==> src/rtl/pfm_pkg.sv <==
package pfm_pkg;
  localparam int REG_W    = 32;
  localparam int NUM_CTRL = 4;
  localparam int N_PADS   = 4;
  localparam int N_LEVELS = 5;
  localparam int N_SEL    = N_LEVELS + 1;
  localparam int LVL_W    = $clog2(N_SEL);
  localparam int N_EXPRS  = 2;
  localparam int N_TERMS  = 4;
  localparam int SRC_W    = $clog2(NUM_CTRL + 1);
  localparam logic [SRC_W-1:0] SRC_STRAP = SRC_W'(NUM_CTRL);
  localparam logic [LVL_W-1:0] FALLBACK  = LVL_W'(N_LEVELS);

  typedef struct packed {
    logic             en;
    logic [SRC_W-1:0] src;
    logic [REG_W-1:0] mask;
    logic [REG_W-1:0] val;
  } cond_t;

  typedef struct packed {
    logic                      used;
    cond_t [N_TERMS-1:0]       conds;
  } expr_t;

  typedef expr_t [N_EXPRS-1:0]       level_rule_t;
  typedef level_rule_t [N_LEVELS-1:0] pad_rule_t;
  typedef pad_rule_t [N_PADS-1:0]     rule_table_t;

  // Shift a right-aligned value up to the lowest set bit of its mask.
  function automatic logic [REG_W-1:0] align_value(input logic [REG_W-1:0] mask,
                                                   input logic [REG_W-1:0] val);
    int sh;
    sh = 0;
    for (int i = REG_W - 1; i >= 0; i--) if (mask[i]) sh = i;
    return (val << sh) & mask;
  endfunction

  function automatic logic cond_true(input cond_t c, input logic [REG_W-1:0] word);
    return (word & c.mask) == align_value(c.mask, c.val);
  endfunction

  // Lowest-numbered firing level wins; fallback when none fires.
  function automatic logic [LVL_W-1:0] first_active(input logic [N_LEVELS-1:0] hit);
    logic [LVL_W-1:0] r;
    r = FALLBACK;
    for (int i = N_LEVELS - 1; i >= 0; i--) if (hit[i]) r = LVL_W'(i);
    return r;
  endfunction

  function automatic cond_t mk(input int src, input int lo, input int width, input int val);
    cond_t c;
    c      = '0;
    c.en   = 1'b1;
    c.src  = SRC_W'(src);
    for (int i = 0; i < width; i++) c.mask[lo + i] = 1'b1;
    c.val  = REG_W'(val);
    return c;
  endfunction

  function automatic rule_table_t default_rules();
    rule_table_t t;
    t = '0;
    // pad 0: one gated signal
    t[0][0][0].used = 1'b1; t[0][0][0].conds[0] = mk(0, 0, 1, 1);
    // pad 1: high signal, then a low signal reachable by control bit or strap bit
    t[1][0][0].used = 1'b1; t[1][0][0].conds[0] = mk(1, 22, 1, 1);
    t[1][1][0].used = 1'b1; t[1][1][0].conds[0] = mk(0, 12, 1, 1);
    t[1][1][1].used = 1'b1; t[1][1][1].conds[0] = mk(NUM_CTRL, 14, 1, 1);
    // pad 2: two signals sharing two bits, split by a third; GPIO at level 2
    t[2][0][0].used = 1'b1;
    t[2][0][0].conds[0] = mk(2, 3, 1, 1);
    t[2][0][0].conds[1] = mk(0, 15, 1, 1);
    t[2][0][0].conds[2] = mk(3, 31, 1, 0);
    t[2][1][0].used = 1'b1;
    t[2][1][0].conds[0] = mk(2, 3, 1, 1);
    t[2][1][0].conds[1] = mk(0, 15, 1, 1);
    t[2][1][0].conds[2] = mk(3, 31, 1, 1);
    t[2][2][0].used = 1'b1; t[2][2][0].conds[0] = mk(0, 1, 1, 1);
    // pad 3: video mode field ctrl3[5:4] and shared enable ctrl1[17]
    t[3][0][0].used = 1'b1;
    t[3][0][0].conds[0] = mk(3, 5, 1, 1);
    t[3][0][0].conds[1] = mk(1, 17, 1, 1);
    t[3][0][1].used = 1'b1;
    t[3][0][1].conds[0] = mk(3, 4, 1, 1);
    t[3][0][1].conds[1] = mk(1, 17, 1, 1);
    t[3][1][0].used = 1'b1;
    t[3][1][0].conds[0] = mk(3, 4, 2, 3);
    t[3][1][0].conds[1] = mk(1, 18, 1, 1);
    t[3][2][0].used = 1'b1; t[3][2][0].conds[0] = mk(1, 17, 1, 1);
    t[3][3][0].used = 1'b1;
    t[3][3][0].conds[0] = mk(NUM_CTRL, 19, 1, 0);
    t[3][3][0].conds[1] = mk(0, 25, 1, 1);
    t[3][4][0].used = 1'b1; t[3][4][0].conds[0] = mk(2, 6, 2, 2);
    return t;
  endfunction
endpackage

==> src/rtl/pfm_regfile.sv <==
module pfm_regfile
  import pfm_pkg::*;
#(
  parameter int ADDR_W = 4
) (
  input  logic                        clk,
  input  logic                        rst_n,
  input  logic                        wr_en,
  input  logic [ADDR_W-1:0]           wr_addr,
  input  logic [REG_W-1:0]            wr_data,
  input  logic [ADDR_W-1:0]           rd_addr,
  input  logic [REG_W-1:0]            strap_pins,
  input  logic [N_PADS*LVL_W-1:0]     levels,
  output logic [NUM_CTRL*REG_W-1:0]   ctrl_flat,
  output logic [REG_W-1:0]            strap_q,
  output logic [REG_W-1:0]            rd_data
);
  localparam int STRAP_ADDR = NUM_CTRL;
  localparam int STAT_BASE  = NUM_CTRL + 1;

  logic [REG_W-1:0] ctrl_q [NUM_CTRL];

  for (genvar i = 0; i < NUM_CTRL; i++) begin : g_ctrl
    always_ff @(posedge clk) begin
      if (!rst_n)                                  ctrl_q[i] <= '0;
      else if (wr_en && wr_addr == ADDR_W'(i))     ctrl_q[i] <= wr_data;
    end
    assign ctrl_flat[i*REG_W +: REG_W] = ctrl_q[i];
  end

  always_ff @(posedge clk) begin
    if (!rst_n) strap_q <= strap_pins;
  end

  always_comb begin
    rd_data = '0;
    for (int i = 0; i < NUM_CTRL; i++)
      if (rd_addr == ADDR_W'(i)) rd_data = ctrl_q[i];
    if (rd_addr == ADDR_W'(STRAP_ADDR)) rd_data = strap_q;
    for (int p = 0; p < N_PADS; p++)
      if (rd_addr == ADDR_W'(STAT_BASE + p))
        rd_data = REG_W'(levels[p*LVL_W +: LVL_W]);
  end
endmodule

==> src/rtl/pfm_pad_eval.sv <==
module pfm_pad_eval
  import pfm_pkg::*;
#(
  parameter pad_rule_t RULE = '0
) (
  input  logic [(NUM_CTRL+1)*REG_W-1:0] words,
  output logic [N_LEVELS-1:0]           hit
);
  function automatic logic [REG_W-1:0] pick(input logic [(NUM_CTRL+1)*REG_W-1:0] w,
                                            input logic [SRC_W-1:0] s);
    logic [REG_W-1:0] r;
    r = '0;
    for (int i = 0; i <= NUM_CTRL; i++) if (s == SRC_W'(i)) r = w[i*REG_W +: REG_W];
    return r;
  endfunction

  for (genvar l = 0; l < N_LEVELS; l++) begin : g_lvl
    logic [N_EXPRS-1:0] expr_ok;
    for (genvar e = 0; e < N_EXPRS; e++) begin : g_expr
      logic [N_TERMS-1:0] term_ok;
      for (genvar t = 0; t < N_TERMS; t++) begin : g_term
        localparam cond_t C = RULE[l][e].conds[t];
        assign term_ok[t] = !C.en || cond_true(C, pick(words, C.src));
      end
      assign expr_ok[e] = RULE[l][e].used && (&term_ok);
    end
    assign hit[l] = |expr_ok;
  end
endmodule

==> src/rtl/pfm_pad_select.sv <==
module pfm_pad_select
  import pfm_pkg::*;
(
  input  logic                clk,
  input  logic                rst_n,
  input  logic [N_LEVELS-1:0] hit,
  input  logic [N_SEL-1:0]    fn_out,
  input  logic [N_SEL-1:0]    fn_oe,
  output logic [LVL_W-1:0]    level_q,
  output logic [N_SEL-1:0]    sel_onehot,
  output logic                pad_out,
  output logic                pad_oe
);
  logic [LVL_W-1:0] level_next;
  assign level_next = first_active(hit);

  always_ff @(posedge clk) begin
    if (!rst_n) level_q <= FALLBACK;
    else        level_q <= level_next;
  end

  always_comb begin
    sel_onehot = '0;
    pad_out    = 1'b0;
    pad_oe     = 1'b0;
    for (int s = 0; s < N_SEL; s++) begin
      if (level_q == LVL_W'(s)) begin
        sel_onehot[s] = 1'b1;
        pad_out       = fn_out[s];
        pad_oe        = fn_oe[s];
      end
    end
  end
endmodule

==> src/rtl/pinfunc_mux.sv <==
module pinfunc_mux
  import pfm_pkg::*;
#(
  parameter int          ADDR_W = 4,
  parameter rule_table_t RULES  = default_rules()
) (
  input  logic                    clk,
  input  logic                    rst_n,
  input  logic                    wr_en,
  input  logic [ADDR_W-1:0]       wr_addr,
  input  logic [REG_W-1:0]        wr_data,
  input  logic [ADDR_W-1:0]       rd_addr,
  output logic [REG_W-1:0]        rd_data,
  input  logic [REG_W-1:0]        strap_pins,
  input  logic [N_PADS*N_SEL-1:0] fn_out,
  input  logic [N_PADS*N_SEL-1:0] fn_oe,
  output logic [N_PADS-1:0]       pad_out,
  output logic [N_PADS-1:0]       pad_oe,
  output logic [N_PADS*N_SEL-1:0] pad_sel,
  output logic [N_PADS*LVL_W-1:0] pad_level
);
  logic [NUM_CTRL*REG_W-1:0]     ctrl_flat;
  logic [REG_W-1:0]              strap_q;
  logic [(NUM_CTRL+1)*REG_W-1:0] words;

  assign words = {strap_q, ctrl_flat};

  pfm_regfile #(.ADDR_W(ADDR_W)) u_regs (
    .clk(clk), .rst_n(rst_n), .wr_en(wr_en), .wr_addr(wr_addr), .wr_data(wr_data),
    .rd_addr(rd_addr), .strap_pins(strap_pins), .levels(pad_level),
    .ctrl_flat(ctrl_flat), .strap_q(strap_q), .rd_data(rd_data)
  );

  for (genvar p = 0; p < N_PADS; p++) begin : g_pad
    logic [N_LEVELS-1:0] hit;
    logic [LVL_W-1:0]    lvl;

    pfm_pad_eval #(.RULE(RULES[p])) u_eval (.words(words), .hit(hit));

    pfm_pad_select u_sel (
      .clk(clk), .rst_n(rst_n), .hit(hit),
      .fn_out(fn_out[p*N_SEL +: N_SEL]), .fn_oe(fn_oe[p*N_SEL +: N_SEL]),
      .level_q(lvl), .sel_onehot(pad_sel[p*N_SEL +: N_SEL]),
      .pad_out(pad_out[p]), .pad_oe(pad_oe[p])
    );
    assign pad_level[p*LVL_W +: LVL_W] = lvl;
  end
endmodule

==> config.mk <==
export PLATFORM = sky130hd
export DESIGN_NAME = pinfunc_mux
export DESIGN_NICKNAME = d
export VERILOG_FILES = /design/src/rtl/pfm_pkg.sv /design/src/rtl/pfm_regfile.sv /design/src/rtl/pfm_pad_eval.sv /design/src/rtl/pfm_pad_select.sv /design/src/rtl/pinfunc_mux.sv
export SDC_FILE = /design/constraint.sdc
export NUM_CORES = 1
export LEC_CHECK = 0
export BUFFER_PORTS_ARGS = -buffer_cell sky130_fd_sc_hd__buf_2
export CORE_MARGIN = 2
export CORE_UTILIZATION = 48
export CTS_CLUSTER_SIZE = 20
export DETAILED_ROUTE_END_ITERATION = 16
export PLACE_DENSITY = 0.87
export SKIP_CTS_REPAIR_TIMING = 1
export SYNTH_ARGS = -nofsm -noshare
export SYNTH_HDL_FRONTEND = slang
export SYNTH_SLANG_ARGS = --single-unit
==> constraint.sdc <==
create_clock -name clk -period 3.53 [get_ports clk]
set_input_delay 0.5295 -clock clk [delete_from_list [all_inputs] [get_ports clk]]
set_output_delay 0.5295 -clock clk [all_outputs]
set_load 0.01 [all_outputs]
==> impl_results.md, run 1 <==
- Status: completed
- CTS tree: built
- Initial DRC count: roughly 370
- Fin crit share: 73.8%
- Async SR Flop Fraction: 0%
- Slew @ Worst Pin: 818 ps
- Mapped Area: a little under 0.008 mm²
- Setup violations, final: 0
- Area grow syn2layout: 22.5%
- Row cnt: 46
- Tot GR Track Use: 21.4%
- Vias in the first global route: 5,050
- 1st-pass router iterations: 5
- GPL Wtd Cong: around 0.75
- Drc violations: 0
- Fin nets: 810
- Setup_tns: 0 ps
- Post-synth cell types: 32
- Finished layout cell area: 0.00953 mm²
- RSZ-0062 raised after global routing: false
- Chip width: 131 µm
- Initial antenna violation count: 2
- Slew Limit Headroom: between 40 and 50%
- Most used DFF post-synth: edfxtp_1
- Top-count cell post-synth: edfxtp_1
- Yosys top cell area share: between 60% and 70%
- CP Capture Type: output port
- Placed cell area: 0.00887 mm²
- Final hold violations: 0
- Final WL: approximately 18 mm
- Die Footprint: roughly 0.017 mm²
- CP required: roughly 3000 ps
- Yosys warns: 0
- Most frequent cells after synthesis: edfxtp_1 (160), and2_1 (130), mux4_2 (33)
- CTS Buffer Depth: 2
- Worst VDD drop: 0.352 mV
- H-tree Lvls: 4
- Fin crit period: roughly 2600 ps
- Layout cells sized above 1: a little under two fifths
- I/O pin total: roughly 200
- Vias per inst: roughly 5.3
- IO Port Bufs: 178
- Later-pin clock latency in the skew report: 440 ps
- Crit-path max FO: 23
- FMAX: 0.384 GHz
- PD cells: a little over 500 mW/mm²
- Die H: ~130 µm
- Sequential Power Share: around half
- EDFF count, synth: 160
- Synth Register Bits: 169
- Skew final: 5.04 ps
- Vias: 4,875
- Max Cap Viol: 0
- CTS sink cnt: 169
- Switch share: 21.2%
- Largest net degree at the start of global routing: 44
- Comb power frac: 9.1%
- Leading post-synthesis cells by cell area: edfxtp_1 (62%), and2_1 (10%), mux4_2 (9.5%)
- Design internal power: 3.86 mW
- Post-synthesis cell count: 523
- Critical path class: in2out
- Routed Antenna Nets: 0
- First-pass GRT wire length: 27.4 mm
- CP startpoint kind: input pin
- Synth area leader: edfxtp_1
- CP arrival: ~2100 ps
- Root buf cell: clkbuf_16
- HPWL Detailed: 11.6 mm
- Overflow left after global routing: 0
- Initial Util: between 40 and 50%
- Slew Viols, Final: 0
- Core area: 0.0159 mm²
- Synthesized area per cell: between 10 and 15 µm²
- Inserted Clock Buffers: 17
- Register area share after synthesis: 64.1%
- Reg clk slew, reported paths: 60 ps
- Switching power: 1.04 mW
- Clock power frac: 42.2%
- Worst min path class: in2reg
- LEAKAGE: about 3.8 nW
- Wire per inst: 19.6 µm
cells by family after synthesis:
group	synth area share (%)
multiplexers	11.4
buffers and inverters	4.53
AND/OR/NAND/NOR	13.9
AO/OA/AOI/OAI	6.06
other	0.0482
flip-flops	64.1
sequential cells by signal, summed over array words and instances, names as in the netlist:
name,flops
u_regs.ctrl_q,128
g_pad.u_sel.level_q,9
u_regs.strap_q,32
metrics by stage:
step                setup slack, ps  hold WS [ps]  utilization, %  power, mW  cells
global route                    845           245            60.0       5.04    916
floorplan                     -21.6           412               -       2.69    530
finish                          925           261            60.0       4.90    917
detailed placement              914           443            55.8       2.88    884
global placement                915           422            55.8       2.86    884
CTS                             914           250            60.0       4.93    916
placed cells by master, fill, tap and decap left out, types with 2 or more instances in the layout:
master      netlist  final
clkinv_4          0      2
nand2b_1          4      4
a222oi_1          2      2
buf_12            1      4
clkinvlp_4        0      2
nor3_1            5      4
and2_1          130    130
a31oi_1           5      5
edfxtp_1        160    160
nor2_2            0      4
o31ai_1           3      3
o221ai_1          4      4
a22o_1           29     29
conb_1            1      8
o21ai_0          11      7
bufinv_16         0      6
buf_2             8    178
inv_1             8      8
nand3_1           2      2
buf_4            19     10
a32oi_1           3      3
nand3b_1          3      3
clkbuf_16         0     17
dfxtp_1           9      9
nand2_1          11     11
mux4_2           33     33
nor2_1           18     13
mux2i_1          11     11
clkbuf_1         23      2
nor3b_1           5      5
clkinv_1          0      2
mux2_2            3      3
nor2b_1           5      5
o21ai_4           0      4
final timing paths:
check / startpoint / endpoint / slack, ps / cells past startpoint
worst min-delay path: strap_pins[9] / u_regs.strap_q[9] / 260 / 1
worst max register to register: u_regs.ctrl_q[0][25] / g_pad[3].u_sel.level_q[0] / 2380 / 4
worst min register to register: u_regs.ctrl_q[0][0] / g_pad[0].u_sel.level_q[0] / 450 / 1
worst max-delay path: rd_addr[1] / rd_data[19] / 920 / 5
final cells by class:
class                      instances  area, µm²
clock inverter                    13        225
fill                            1220       6350
multi-input combinational        299       2540
timing repair buffer             192       1050
inverter                           8       30.0
clock buffer                      19        433
tap                              216        270
sequential                       169       4980
antenna                            1       2.50
layer usage:
| layer | vias to the layer above | global-route usage (%) | routed length (µm) |
|---|---|---|---|
| met5 | - | 0 | 13 |
| met4 | 2 | 6.16 | 220 |
| li1 | 2268 | - | - |
| met2 | 206 | 37.1 | 9280 |
| met1 | 2376 | 25.7 | 7150 |
| met3 | 23 | 6.94 | 1280 |
worst max-delay path: stages:
cell and delay, ps:
buf_2 390, buf_4 400, mux4_2 360, a22o_1 220, buf_2 150
power by group through the flow:
stage	logic, mW	clock network (mW)	registers, mW
2_1_floorplan	0.284	0	2.40
3_3_place_gp	0.441	0	2.42
3_5_place_dp	0.449	0	2.43
4_1_cts	0.451	2.09	2.38
5_1_grt	0.483	2.16	2.40
6_report	0.446	2.07	2.38
Note: power is estimated with default switching activity, not from simulation.
==> inputs of run 2 (changes only) <==
ABC_AREA = 1   (was not set)
CORE_UTILIZATION = 53   (was 48)
PLACE_DENSITY = 0.91   (was 0.87)
clock period = 2.4 ns   (was 3.53 ns; I/O delays follow)
==> impl_results.md, run 2 <==
- Layout cells sized above 1: 25.2% (was 38.0%)
- Die H: 125 µm (was 131 µm)
- Largest regs: u_regs.ctrl_q (128), u_regs.strap_q (32), g_pad.u_sel.level_q (9) (unchanged)
- Vias: 6,173 (was 4,875)
- Final Non-Filler Cells: 1,139 (was 917)
- Most frequent cells after synthesis: nor2_1 (188), edfxtp_1 (160), nand3_1 (130) (was edfxtp_1 (160), and2_1 (130), mux4_2 (33))
- Yosys top cell area share: 61.8% (was 61.7%)
- Post-synthesis cell count: 779 (was 523)
- HPWL Detailed: 12.1 mm (was 11.6 mm)
- Reg2Reg Setup Slack: 1380 ps (was 2380 ps)
- Overflow left after global routing: 0 (unchanged)
- Worst VDD drop: 0.472 mV (was 0.352 mV)
- Slew Limit Headroom: 66.5% (was 45.3%)
- Most flops, register: u_regs.ctrl_q (unchanged)
- Area grow syn2layout: 22.3% (was 22.5%)
- Critical path class: in2out (unchanged)
- Switching power: 1.57 mW (was 1.04 mW)
- CTS tree: built (unchanged)
- First-pass GRT wire length: 29.8 mm (was 27.4 mm)
- Chip width: 125 µm (was 131 µm)
- Core area: 0.0144 mm² (was 0.0159 mm²)
- IO Port Bufs: 178 (unchanged)
- Vias per inst: 5.42 (was 5.32)
- Root buf cell: clkbuf_16 (unchanged)
- Hold_ws: 103 ps (was 261 ps)
- Synth area leader: edfxtp_1 (unchanged)
- Async SR Flop Fraction: 0% (unchanged)
- Wire per inst: 16.6 µm (was 19.6 µm)
- Vias in the first global route: 5,952 (was 5,050)
- Final WL: 19.0 mm (was 17.9 mm)
- Setup violations, final: 0 (unchanged)
- Later-pin clock latency in the skew report: 420 ps (was 440 ps)
- Fin crit share: around 87%
- Initial Util: 53.9% (was 49.0%)
- Slew @ Worst Pin: 502 ps (was 818 ps)
- Row cnt: 44 (was 46)
- Top-count cell post-synth: nor2_1 (was edfxtp_1)
- Register area share after synthesis: 64.1% (about the same)
- Slew Viols, Final: 0 (unchanged)
- Cells after DPL: 1,107 (was 884)
- Clock power frac: 42.1% (was 42.2%)
- Reg clk slew, reported paths: 70 ps (was 60 ps)
- Final hold violations: 0 (unchanged)
- Switch share: 21.9% (was 21.2%)
- Post-synth cell types: 30 (was 32)
- Most used DFF post-synth: edfxtp_1 (unchanged)
- Max Cap Viol: 0 (unchanged)
- EDFF count, synth: 160 (unchanged)
- CP arrival: 1720 ps (was 2080 ps)
- Synthesized area per cell: 9.98 µm² (was 14.9 µm²)
- GPL Wtd Cong: 0.774 (was 0.750)
- CP startpoint kind: input pin (unchanged)
- CP Capture Type: output port (unchanged)
- FMAX: 0.480 GHz
- Sequential Power Share: 48.7% (about the same)
- 1st-pass router iterations: 5 (unchanged)
- Status: completed (unchanged)
- Inserted Clock Buffers: 17 (unchanged)
- Skew final: 3.11 ps (was 5.04 ps)
- PD cells: 753 mW/mm² (was 514 mW/mm²)
- Worst min path class: in2reg (unchanged)
- Die Footprint: 0.0157 mm² (was 0.0172 mm²)
- Initial antenna violation count: 0 (was 2)
- RSZ-0062 raised after global routing: false (unchanged)
- Synth Register Bits: 169 (unchanged)
- CP required: 2040 ps (was 3000 ps)
- CTS sink cnt: 169 (unchanged)
- Final Core Density: 66.0% (was 60.0%)
- Comb power frac: 9.2% (was 9.1%)
- ANT cells: 0 (was 1)
- Tot GR Track Use: 24.7% (was 21.4%)
- Yosys warns: 0 (unchanged)
- Drc violations: 0 (unchanged)
- Routed Antenna Nets: 0 (unchanged)
- I/O pin total: 199 (unchanged)
- Initial DRC count: 521 (was 366)
- Crit-path max FO: 25 (was 23)
- Design internal power: 5.59 mW (was 3.86 mW)
- Fin nets: 1,065 (was 810)
- Fin crit period: 2080 ps
- Largest register FFs: 128 (unchanged)
- Most frequent cells in the layout: nor2_1 (186), buf_2 (178), edfxtp_1 (160) (was buf_2 (178), edfxtp_1 (160), and2_1 (130))
- Leading post-synthesis cells by cell area: edfxtp_1 (62%), nor2_1 (9.1%), nand3_1 (8.4%) (was edfxtp_1 (62%), and2_1 (10%), mux4_2 (9.5%))
- H-tree Lvls: 4 (unchanged)
- Largest net degree at the start of global routing: 48 (was 44)
- Commonest non-fill, non-tap cell in the layout: nor2_1 (was buf_2)
- LEAKAGE: 4.22 nW (was 3.80 nW)
- Mapped Area: 0.00778 mm² (about the same)
- CTS Buffer Depth: 2 (unchanged)
run 2: layer usage:
| metal | wire length, µm | up-vias | track usage [%] |
|---|---|---|---|
| met5 | 0 | - | 0 |
| li1 | - | 2954 | - |
| met4 | 376 | 0 | 8.82 |
| met2 | 9960 | 310 | 45.2 |
| met1 | 7020 | 2879 | 28.5 |
| met3 | 1590 | 30 | 5.31 |
run 2: path summary, 6_finish.rpt:
check / start / end / depth (start not counted)
worst max register to register: u_regs.ctrl_q[1][22] / g_pad[1].u_sel.level_q[2] / 1
worst max-delay path: rd_addr[2] / rd_data[2] / 11
worst min register to register: u_regs.ctrl_q[0][0] / g_pad[0].u_sel.level_q[0] / 1
worst min-delay path: strap_pins[6] / u_regs.strap_q[6] / 1
run 2: layout make-up:
class | count | area (µm²)
clock buffer | 18 | 429
tap | 184 | 230
fill | 1109 | 4910
multi-input combinational | 482 | 2240
clock inverter | 14 | 226
inverter | 77 | 292
timing repair buffer | 195 | 1110
sequential | 169 | 4980
run 2: stage by stage:
stage          TNS (ps)  area, µm²  setup WS (ps)  power [mW]
2_1_floorplan     -7480       7810           -117        3.91
3_3_place_gp          0       8850            237        4.19
3_5_place_dp          0       8850            192        4.21
4_1_cts               0       9510            192        7.18
5_1_grt               0       9510            170        7.39
6_report              0       9510            317        7.16
run 2: power by group through the flow:
stage	Clock [mW]	Sequential, mW	Combinational [mW]
3_3_place_gp	0	3.54	0.648
2_1_floorplan	0	3.53	0.377
5_1_grt	3.17	3.50	0.725
4_1_cts	3.03	3.49	0.664
3_5_place_dp	0	3.55	0.662
6_report	3.02	3.49	0.659
run 2: cells by family (layout without fill, tap and decap cells):
family | after synthesis | count (layout) | synth area share (%)
and+or+nand+nor | 429 | 429 | 23.9
DFF | 169 | 169 | 64.1
buffers and inverters | 135 | 304 | 7.95
AOI/OAI and AO/OA | 45 | 45 | 4.05
other | 1 | 8 | 0.0482
run 2: critical path: stages:
cell	delay, ps
buf_2	150
inv_2	50
nor2_2	140
inv_2	90
nor2_8	100
buf_4	340
nand2_1	80
nand4_1	110
nand2_1	50
nand3_1	90
buf_2	150
==> inputs of run 3 (changes only) <==
CTS_BUF_LIST = sky130_fd_sc_hd__clkbuf_16   (was not set)
==> impl_results.md, run 3 (same netlist as run 2, synthesis figures left out) <==
- Switch share: 21.9% (about the same)
- Vias in the first global route: 5,952 (unchanged)
- Area grow syn2layout: 22.3% (unchanged)
- CTS Buffer Depth: 2 (unchanged)
- FMAX: 0.480 GHz (about the same)
- Layout cells sized above 1: 25.2% (unchanged)
- Vias: 6,178 (was 6,173)
- Worst VDD drop: 0.473 mV (was 0.472 mV)
- Slew Limit Headroom: 66.5% (about the same)
- Final WL: 18.9 mm (was 19.0 mm)
- Reg clk slew, reported paths: 70 ps (about the same)
- Final Core Density: 66.0% (unchanged)
- RSZ-0062 raised after global routing: false (unchanged)
- Largest net degree at the start of global routing: 48 (unchanged)
- CTS tree: built (unchanged)
- HPWL Detailed: 12.1 mm (unchanged)
- H-tree Lvls: 4 (unchanged)
- Later-pin clock latency in the skew report: 420 ps (about the same)
- Commonest non-fill, non-tap cell in the layout: nor2_1 (unchanged)
- Final hold violations: 0 (unchanged)
- Overflow left after global routing: 0 (unchanged)
- Routed Antenna Nets: 0 (unchanged)
- Max Cap Viol: 0 (unchanged)
- Switching power: 1.57 mW (about the same)
- Initial Util: 53.9% (unchanged)
- Largest regs: u_regs.ctrl_q (128), u_regs.strap_q (32), g_pad.u_sel.level_q (9) (unchanged)
- Chip width: 125 µm (unchanged)
- Comb power frac: 9.2% (about the same)
- Most frequent cells in the layout: nor2_1 (186), buf_2 (178), edfxtp_1 (160) (unchanged)
- Crit-path max FO: 25 (unchanged)
- Fin crit period: 2080 ps (about the same)
- Fin crit share: 86.8% (about the same)
- Most flops, register: u_regs.ctrl_q (unchanged)
- Initial DRC count: 522 (was 521)
- Worst min path class: in2reg (unchanged)
- First-pass GRT wire length: 29.8 mm (unchanged)
- CP Capture Type: output port (unchanged)
- CP arrival: 1720 ps (about the same)
- Clock power frac: 42.1% (about the same)
- Row cnt: 44 (unchanged)
- Inserted Clock Buffers: 17 (unchanged)
- Die H: 125 µm (unchanged)
- I/O pin total: 199 (unchanged)
- Sequential Power Share: 48.7% (about the same)
- PD cells: 752 mW/mm² (was 753 mW/mm²)
- Slew Viols, Final: 0 (unchanged)
- Tot GR Track Use: 24.7% (unchanged)
- Dpl ws: 192 ps (unchanged)
- CP startpoint kind: input pin (unchanged)
- Die Footprint: 0.0157 mm² (unchanged)
- Power Total: 7.15 mW (was 7.16 mW)
- CP required: 2040 ps (about the same)
- Critical path class: in2out (unchanged)
- Skew final: 2.47 ps (was 3.11 ps)
- Vias per inst: 5.42 (about the same)
- GPL Wtd Cong: 0.774 (unchanged)
- ANT cells: 0 (unchanged)
- Initial antenna violation count: 0 (unchanged)
- CTS sink cnt: 169 (unchanged)
- Setup violations, final: 0 (unchanged)
- Core area: 0.0144 mm² (unchanged)
- Largest register FFs: 128 (unchanged)
- Status: completed (unchanged)
- 1st-pass router iterations: 5 (unchanged)
- Design internal power: 5.59 mW (about the same)
- LEAKAGE: 4.23 nW (was 4.22 nW)
- Wire per inst: 16.6 µm (about the same)
- Drc violations: 0 (unchanged)
- Root buf cell: clkbuf_16 (unchanged)
- Final setup margin: 316 ps (was 317 ps)
- IO Port Bufs: 178 (unchanged)
- Slew @ Worst Pin: 502 ps (about the same)
- Fin nets: 1,065 (unchanged)
run 3: cell count changes in the layout (fill, tap and decap cells not counted):
cell	before	now
inv_1	73	74
clkbuf_1	1	0
run 3: metrics by stage:
stage               area (µm²)  hold WS [ps]  TNS (ps)  instances
global route              9510          89.8         0       1139
CTS                       9510          95.4         0       1139
global placement          8850           426         0       1107
floorplan                 7810           414     -7480        786
finish                    9510           102         0       1139
detailed placement        8850           428         0       1107
run 3: layout make-up:
| class | count | area [µm²] |
|---|---|---|
| Fill cell | 1109 | 4910 |
| Sequential cell | 169 | 4980 |
| Timing Repair Buffer | 195 | 1110 |
| Tap cell | 184 | 230 |
| Inverter | 77 | 292 |
| Clock inverter | 15 | 230 |
| Clock buffer | 17 | 425 |
| Multi-Input combinational cell | 482 | 2240 |
run 3: worst max-delay path, stage by stage:
cell and delay (ps):
buf_2 150, inv_2 50, nor2_2 140, inv_2 90
nor2_8 100, buf_4 340, nand2_1 80, nand4_1 110
nand2_1 50, nand3_1 90, buf_2 150
run 3: metal layers:
metal	up-vias	routed length, µm	global-route usage (%)
li1	2954	-	-
met1	2884	7010	28.5
met2	309	9930	45.2
met3	31	1580	5.31
met4	0	403	8.82
met5	-	0	0
run 3: worst paths after layout:
path	start	to	slack [ps]	depth (start not counted)
max	rd_addr[2]	rd_data[2]	320	11
min	strap_pins[6]	u_regs.strap_q[6]	100	1
max reg2reg	u_regs.ctrl_q[1][22]	g_pad[1].u_sel.level_q[2]	1380	1
min reg2reg	u_regs.ctrl_q[0][0]	g_pad[0].u_sel.level_q[0]	440	1
run 3: power groups by stage:
stage | clock [mW] | combinational (mW) | sequential, mW
2_1_floorplan | 0 | 0.377 | 3.53
3_5_place_dp | 0 | 0.662 | 3.55
5_1_grt | 3.16 | 0.725 | 3.50
4_1_cts | 3.03 | 0.664 | 3.49
6_report | 3.01 | 0.658 | 3.49
3_3_place_gp | 0 | 0.648 | 3.54
